===== src/rtl/mchk_pkg.sv =====
package mchk_pkg;
  localparam int NCLS = 4;
  localparam int CW   = $clog2(NCLS);
  localparam int CTLW = 5;
  typedef enum logic [CW-1:0] {
    CLS_HARD = 2'd0,
    CLS_EXT  = 2'd1,
    CLS_RCV  = 2'd2,
    CLS_CFG  = 2'd3
  } cls_e;
  localparam int CB_RCV  = 0;
  localparam int CB_CFG  = 1;
  localparam int CB_EXT  = 2;
  localparam int CB_HSE  = 3;
  localparam int CB_XLOG = 4;
endpackage


===== src/rtl/mchk_mask_regs.sv =====
module mchk_mask_regs
  import mchk_pkg::*;
#(
  parameter int AW       = 16,
  parameter int BASE_RST = 512
) (
  input  logic                  clk,
  input  logic                  rst,
  input  logic                  psw_we_i,
  input  logic                  psw_mck_i,
  input  logic                  ctl_we_i,
  input  logic [CTLW-1:0]       ctl_wdata_i,
  input  logic                  base_we_i,
  input  logic [AW-1:0]         base_wdata_i,
  output logic [NCLS-1:0]       mask_nxt_o,
  output logic                  hse_o,
  output logic                  xlog_o,
  output logic [AW-1:0]         base_o
);
  logic            hard_en_q;
  logic [CTLW-1:0] ctl_q;
  logic            hard_en_nxt;
  logic [CTLW-1:0] ctl_nxt;

  // reset value: external damage, hard stop and extended logout on
  localparam logic [CTLW-1:0] CTL_RST =
    CTLW'((1 << CB_EXT) | (1 << CB_HSE) | (1 << CB_XLOG));

  always_comb begin
    hard_en_nxt = psw_we_i ? psw_mck_i : hard_en_q;
    ctl_nxt     = ctl_we_i ? ctl_wdata_i : ctl_q;
    mask_nxt_o[CLS_HARD] = hard_en_nxt;
    mask_nxt_o[CLS_EXT]  = ctl_nxt[CB_EXT];
    mask_nxt_o[CLS_RCV]  = ctl_nxt[CB_RCV];
    mask_nxt_o[CLS_CFG]  = ctl_nxt[CB_CFG];
  end

  always_ff @(posedge clk) begin
    if (rst) begin
      hard_en_q <= 1'b0;
      ctl_q     <= CTL_RST;
      base_o    <= AW'(BASE_RST);
    end else begin
      hard_en_q <= hard_en_nxt;
      ctl_q     <= ctl_nxt;
      if (base_we_i) base_o <= base_wdata_i;
    end
  end

  assign hse_o  = ctl_q[CB_HSE];
  assign xlog_o = ctl_q[CB_XLOG];
endmodule


===== src/rtl/mchk_pend.sv =====
module mchk_pend
  import mchk_pkg::*;
(
  input  logic            clk,
  input  logic            rst,
  input  logic            en_i,
  input  logic [NCLS-1:0] set_i,
  input  logic [NCLS-1:0] clr_i,
  output logic [NCLS-1:0] pend_nxt_o
);
  logic [NCLS-1:0] pend_q;

  for (genvar c = 0; c < NCLS; c++) begin : g_cls
    // a new event in the clearing cycle wins over the clear
    assign pend_nxt_o[c] = en_i ? ((pend_q[c] & ~clr_i[c]) | set_i[c]) : pend_q[c];
    always_ff @(posedge clk) begin
      if (rst) pend_q[c] <= 1'b0;
      else     pend_q[c] <= pend_nxt_o[c];
    end
  end
endmodule


===== src/rtl/mchk_arb.sv =====
module mchk_arb
  import mchk_pkg::*;
(
  input  logic [NCLS-1:0] req_i,
  output logic            any_o,
  output logic [CW-1:0]   code_o
);
  always_comb begin
    any_o  = |req_i;
    code_o = '0;
    for (int c = NCLS - 1; c >= 0; c--) begin
      if (req_i[c]) code_o = CW'(c);
    end
  end
endmodule


===== src/rtl/mchk_gate.sv =====
module mchk_gate
  import mchk_pkg::*;
#(
  parameter int AW       = 16,
  parameter int BASE_RST = 512
) (
  input  logic            clk,
  input  logic            rst,
  input  logic            ev_hard_i,
  input  logic            ev_ext_i,
  input  logic            ev_rcv_i,
  input  logic            ev_cfg_i,
  input  logic            psw_we_i,
  input  logic            psw_mck_i,
  input  logic            ctl_we_i,
  input  logic [CTLW-1:0] ctl_wdata_i,
  input  logic            base_we_i,
  input  logic [AW-1:0]   base_wdata_i,
  input  logic            ack_i,
  input  logic            done_i,
  output logic            irq_o,
  output logic [CW-1:0]   irq_cls_o,
  output logic            logout_start_o,
  output logic [AW-1:0]   logout_addr_o,
  output logic            hstop_o
);
  logic [NCLS-1:0] mask_nxt, pend_nxt, ev_vec, clr_vec;
  logic            hse, xlog;
  logic [AW-1:0]   base;
  logic            busy_q, busy_nxt, stop_nxt, take, any, lst_nxt;
  logic [CW-1:0]   code;

  mchk_mask_regs #(.AW(AW), .BASE_RST(BASE_RST)) u_regs (
    .clk(clk), .rst(rst),
    .psw_we_i(psw_we_i), .psw_mck_i(psw_mck_i),
    .ctl_we_i(ctl_we_i), .ctl_wdata_i(ctl_wdata_i),
    .base_we_i(base_we_i), .base_wdata_i(base_wdata_i),
    .mask_nxt_o(mask_nxt), .hse_o(hse), .xlog_o(xlog), .base_o(base)
  );

  always_comb begin
    ev_vec           = '0;
    ev_vec[CLS_HARD] = ev_hard_i;
    ev_vec[CLS_EXT]  = ev_ext_i;
    ev_vec[CLS_RCV]  = ev_rcv_i;
    ev_vec[CLS_CFG]  = ev_cfg_i;
    take             = ack_i & irq_o & ~hstop_o;
    clr_vec          = '0;
    if (take) clr_vec[irq_cls_o] = 1'b1;
    // nested hard error while the previous one is still open
    stop_nxt = hstop_o | (ev_hard_i & busy_q & ~done_i & hse);
    busy_nxt = hstop_o ? busy_q
             : ((busy_q & ~done_i) | (take & (irq_cls_o == CLS_HARD)));
    lst_nxt  = take & xlog & ~stop_nxt;
  end

  mchk_pend u_pend (
    .clk(clk), .rst(rst), .en_i(~hstop_o),
    .set_i(ev_vec), .clr_i(clr_vec), .pend_nxt_o(pend_nxt)
  );

  mchk_arb u_arb (
    .req_i(pend_nxt & mask_nxt), .any_o(any), .code_o(code)
  );

  always_ff @(posedge clk) begin
    if (rst) begin
      busy_q         <= 1'b0;
      hstop_o        <= 1'b0;
      irq_o          <= 1'b0;
      irq_cls_o      <= '0;
      logout_start_o <= 1'b0;
      logout_addr_o  <= AW'(BASE_RST);
    end else begin
      busy_q         <= busy_nxt;
      hstop_o        <= stop_nxt;
      irq_o          <= any & ~stop_nxt;
      irq_cls_o      <= code;
      logout_start_o <= lst_nxt;
      if (lst_nxt) logout_addr_o <= base;
    end
  end
endmodule


===== config.mk =====
export PLATFORM = sky130hd
export DESIGN_NAME = mchk_gate
export DESIGN_NICKNAME = d
export VERILOG_FILES = /design/src/rtl/mchk_pkg.sv /design/src/rtl/mchk_mask_regs.sv /design/src/rtl/mchk_pend.sv /design/src/rtl/mchk_arb.sv /design/src/rtl/mchk_gate.sv
export SDC_FILE = /design/constraint.sdc
export NUM_CORES = 1
export LEC_CHECK = 0
export BUFFER_PORTS_ARGS = -buffer_cell sky130_fd_sc_hd__clkbuf_2
export CELL_PAD_IN_SITES_DETAIL_PLACEMENT = 1
export CELL_PAD_IN_SITES_GLOBAL_PLACEMENT = 1
export CORE_ASPECT_RATIO = 1.1
export CORE_MARGIN = 8
export CORE_UTILIZATION = 38
export CTS_BUF_LIST = sky130_fd_sc_hd__clkbuf_4 sky130_fd_sc_hd__clkbuf_8 sky130_fd_sc_hd__clkbuf_16
export CTS_CLUSTER_DIAMETER = 150
export CTS_CLUSTER_SIZE = 16
export DETAILED_ROUTE_END_ITERATION = 10
export PLACE_DENSITY_LB_ADDON = 0.1
export SETUP_SLACK_MARGIN = 0.15
export SYNTH_ARGS = -nofsm -noshare
export SYNTH_HDL_FRONTEND = slang
export SYNTH_SLANG_ARGS = --single-unit

===== constraint.sdc =====
create_clock -name clk -period 1.65 [get_ports clk]
set_input_delay 0.33 -clock clk [delete_from_list [all_inputs] [get_ports clk]]
set_output_delay 0.33 -clock clk [all_outputs]
set_load 0.05 [all_outputs]

==> results.md <==
* Root buffer cell: clkbuf_8
* FF-to-FF setup slack at 0.23 ns
* PwrDens at 1020 nW/um^2
* Area grow syn2layout at 22.3%
* Clock Tree Buf Depth at 2
* Routed wl met2 at 2520 um
* CTS buffer count at 5
* Tot GR Track Use at 13.7%
* Port Buffers at 53
* Cells after Synth at 184
* Die area at 7430 sq um
* H-tree depth at 2
* # DRC at 0
* R2r worst-path depth at 4
* Worst Setup SP: hstop_o
* RR Startpoint: hstop_o
* Syn_area_per_cell at 10.2 sq um
* Hold Crit Start: ctl_wdata_i[3]
* Dpl cells at 289
* Most common cell after layout, fill and taps aside: clkbuf_2
* Core ar. at 4860 sq um
* Outcome: completed
* Initial DRT Pass Iterations at 4
* Final Hold Fails at 0
* Worst-path fanout max at 12
* Slew margin rel. at 62.1%
* Synthesized cell area at 1870 sq um
* Worst R2R End: irq_cls_o[1]
* CP max-delay cell: dfxtp_4
* Synth Register Bits at 48
* Hold_buf cts at 0
* Hold path endpoint: u_regs.ctl_q[3]
* Nets at 271
* Worst hold slack at 0.239 ns
* Max frequency at 705 MHz
* Vias in the first global route at 1726
* Vias at 1505
* Row count at 27
* Chip width at 82.9 um
* Final WL at 4860 um
* Clk_skew at 0.00439 ns
* TritonCTS clock tree: done
* Fin. max-slew vios at 0
* CP endpoint kind: flop
* Worst path top cell family by delay: compound AO/OA/AOI/OAI gates
* DR top layer: met4
* Max_cap viols at 0
* Layout cells sized above 1 at 31.0%
* Critical Path Source Type: flop
* Finished Core Util at 47.1%
* Worst EP arrival at 1.63 ns
* Post CTS Setup Buffer Count at 0
* Bufs and invs on worst path at 0
* Total grt overflow at 0
* Antenna Cells at 0
* Ys Warns at 0
* Sequential area share after synthesis at 51.3%
* Peak supply drop at 0.588 mV
* Syn Nets at 217
* Clock-pin slew on the worst setup and hold paths at 0.09 ns
* DR iter-0 viols at 58
* RSZ-0062 raised after global routing: false
* Design Power at 2.34 mW
* CP Cell Sequence: nand2b_1, a21oi_1, a21boi_1, nor4b_2
* Sink Count at 48
* DR WL/cell at 16.3 um
* Met1 Routed Length at 2040 um
* Starting Density at 38.5%
* Most frequent cells in the layout: clkbuf_2 (53), dfxtp_1 (44), nor2_1 (37), mux2i_1 (34), a21oi_1 (8)
* First-pass GRT wire length at 8220 um
* WL met3 at 191 um
* Fillers at 580
* Lkg Pwr at 1.04 nW
* Layout Cells excl Fill at 297
* Placer congestion estimate at 0.794
* DP HPWL at 3730 um
* Actual slew at the worst max-slew pin at 0.568 ns
* DRT antenna net count at 0
* Worst min-delay path class: input pin to flop
* Resized Gates After CTS at 0
* Via/cell ratio at 5.07
* Antenna violations before repair at 0
* Final setup fails at 0
* Die Span Y at 89.6 um
* Fin crit share at 86.0%
* Yosys cell types at 31
* Minimum clock period at 1.42 ns
* Kind of critical path: flop to flop
* Total negative slack at 0 ns
* Largest net degree at the start of global routing at 29
* CP Depth at 4
* Hold path depth at 2
* Req. time, crit path at 1.86 ns
* Worst path max stage delay at 0.40 ns
* Clk Latency, worst-skew pair at 0.29 ns
* I/O pins at 54
cells in the mapped netlist:
cell type | n | share of area [%]
nand3_1 | 2 | 0.53
and4bb_1 | 1 | 0.67
inv_1 | 5 | 1.0
nor3b_2 | 1 | 0.67
buf_6 | 1 | 0.60
nand2b_1 | 4 | 1.3
o2bb2ai_1 | 2 | 0.94
nor3_1 | 1 | 0.27
dfxtp_1 | 48 | 51
buf_1 | 2 | 0.40
and4b_4 | 1 | 0.73
a21oi_1 | 8 | 2.1
a21boi_1 | 1 | 0.40
a211o_1 | 4 | 1.9
a311oi_1 | 1 | 0.47
nor4_1 | 2 | 0.67
buf_2 | 3 | 0.80
or3_1 | 1 | 0.33
clkbuf_1 | 3 | 0.60
nand4b_1 | 1 | 0.47
o21ai_0 | 5 | 1.3
o21bai_1 | 2 | 0.80
buf_12 | 1 | 1.1
nor3_4 | 1 | 0.87
nor4b_2 | 1 | 0.80
nor2_1 | 37 | 7.4
a21o_1 | 1 | 0.40
o41ai_1 | 1 | 0.47
nand2_1 | 4 | 0.80
mux2i_1 | 34 | 18
nor2b_1 | 5 | 1.7
cell families (layout without fill, tap and decap cells):
family,Yosys count,count (layout),synth area share (%)
compound gates,25,25,8.82
buf+inv,15,70,4.48
flops,48,48,51.3
simple gates,62,62,17.2
mux,34,34,18.2
flip-flops by register name (all words and copies together), names as in the netlist:
signal	flops
logout_addr_o	16
u_regs.hard_en_q	1
irq_o	1
logout_start_o	1
hstop_o	1
u_regs.base_o	16
irq_cls_o	2
u_regs.ctl_q	5
u_pend.pend_q	4
busy_q	1
layout make-up:
cell class                      instances  area, sq um  share of cell area, %
Inverter                                5         18.8                  0.819
Multi-Input combinational cell        121          828                   36.2
Clock inverter                          2         10.0                  0.437
Sequential cell                        48          971                   42.4
Timing Repair Buffer                   57          308                   13.4
Clock buffer                            6         82.6                   3.60
Tap cell                               58         72.6                   3.17
stage by stage:
stage / worst slack (ns) / cell area, sq um
floorplan: 0.170 / 1880
global placement: 0.182 / 2200
detailed placement: 0.151 / 2200
CTS: 0.187 / 2290
global route: 0.150 / 2290
finish: 0.231 / 2290
report_power, final:
part / switching, mW / internal, mW / total [mW]
Sequential: 0.0415 / 1.22 / 1.26
Clock: 0.378 / 0.335 / 0.712
Combinational: 0.223 / 0.141 / 0.365
Total: 0.642 / 1.70 / 2.34
worst max-delay path by stage:
stage / endpoint
after CTS: hstop_o
after floorplan: logout_addr_o[15]
final: irq_cls_o[1]
after global placement: logout_addr_o[9]
after global routing: irq_cls_o[1]
after detailed placement: irq_cls_o[1]
worst reg2reg max path, cell delays in order, from the launching register on:
cell and delay (ns):
dfxtp_4 0.40, nand2b_1 0.17, a21oi_1 0.31, a21boi_1 0.17, nor4b_2 0.28
metal layers:
metal	GRT usage (%)	vias up
li1	-	733
met1	14.5	723
met2	25.5	40
met3	3.70	9
met4	5.59	0
met5	0	-
Power figures use the tool's default switching activity.
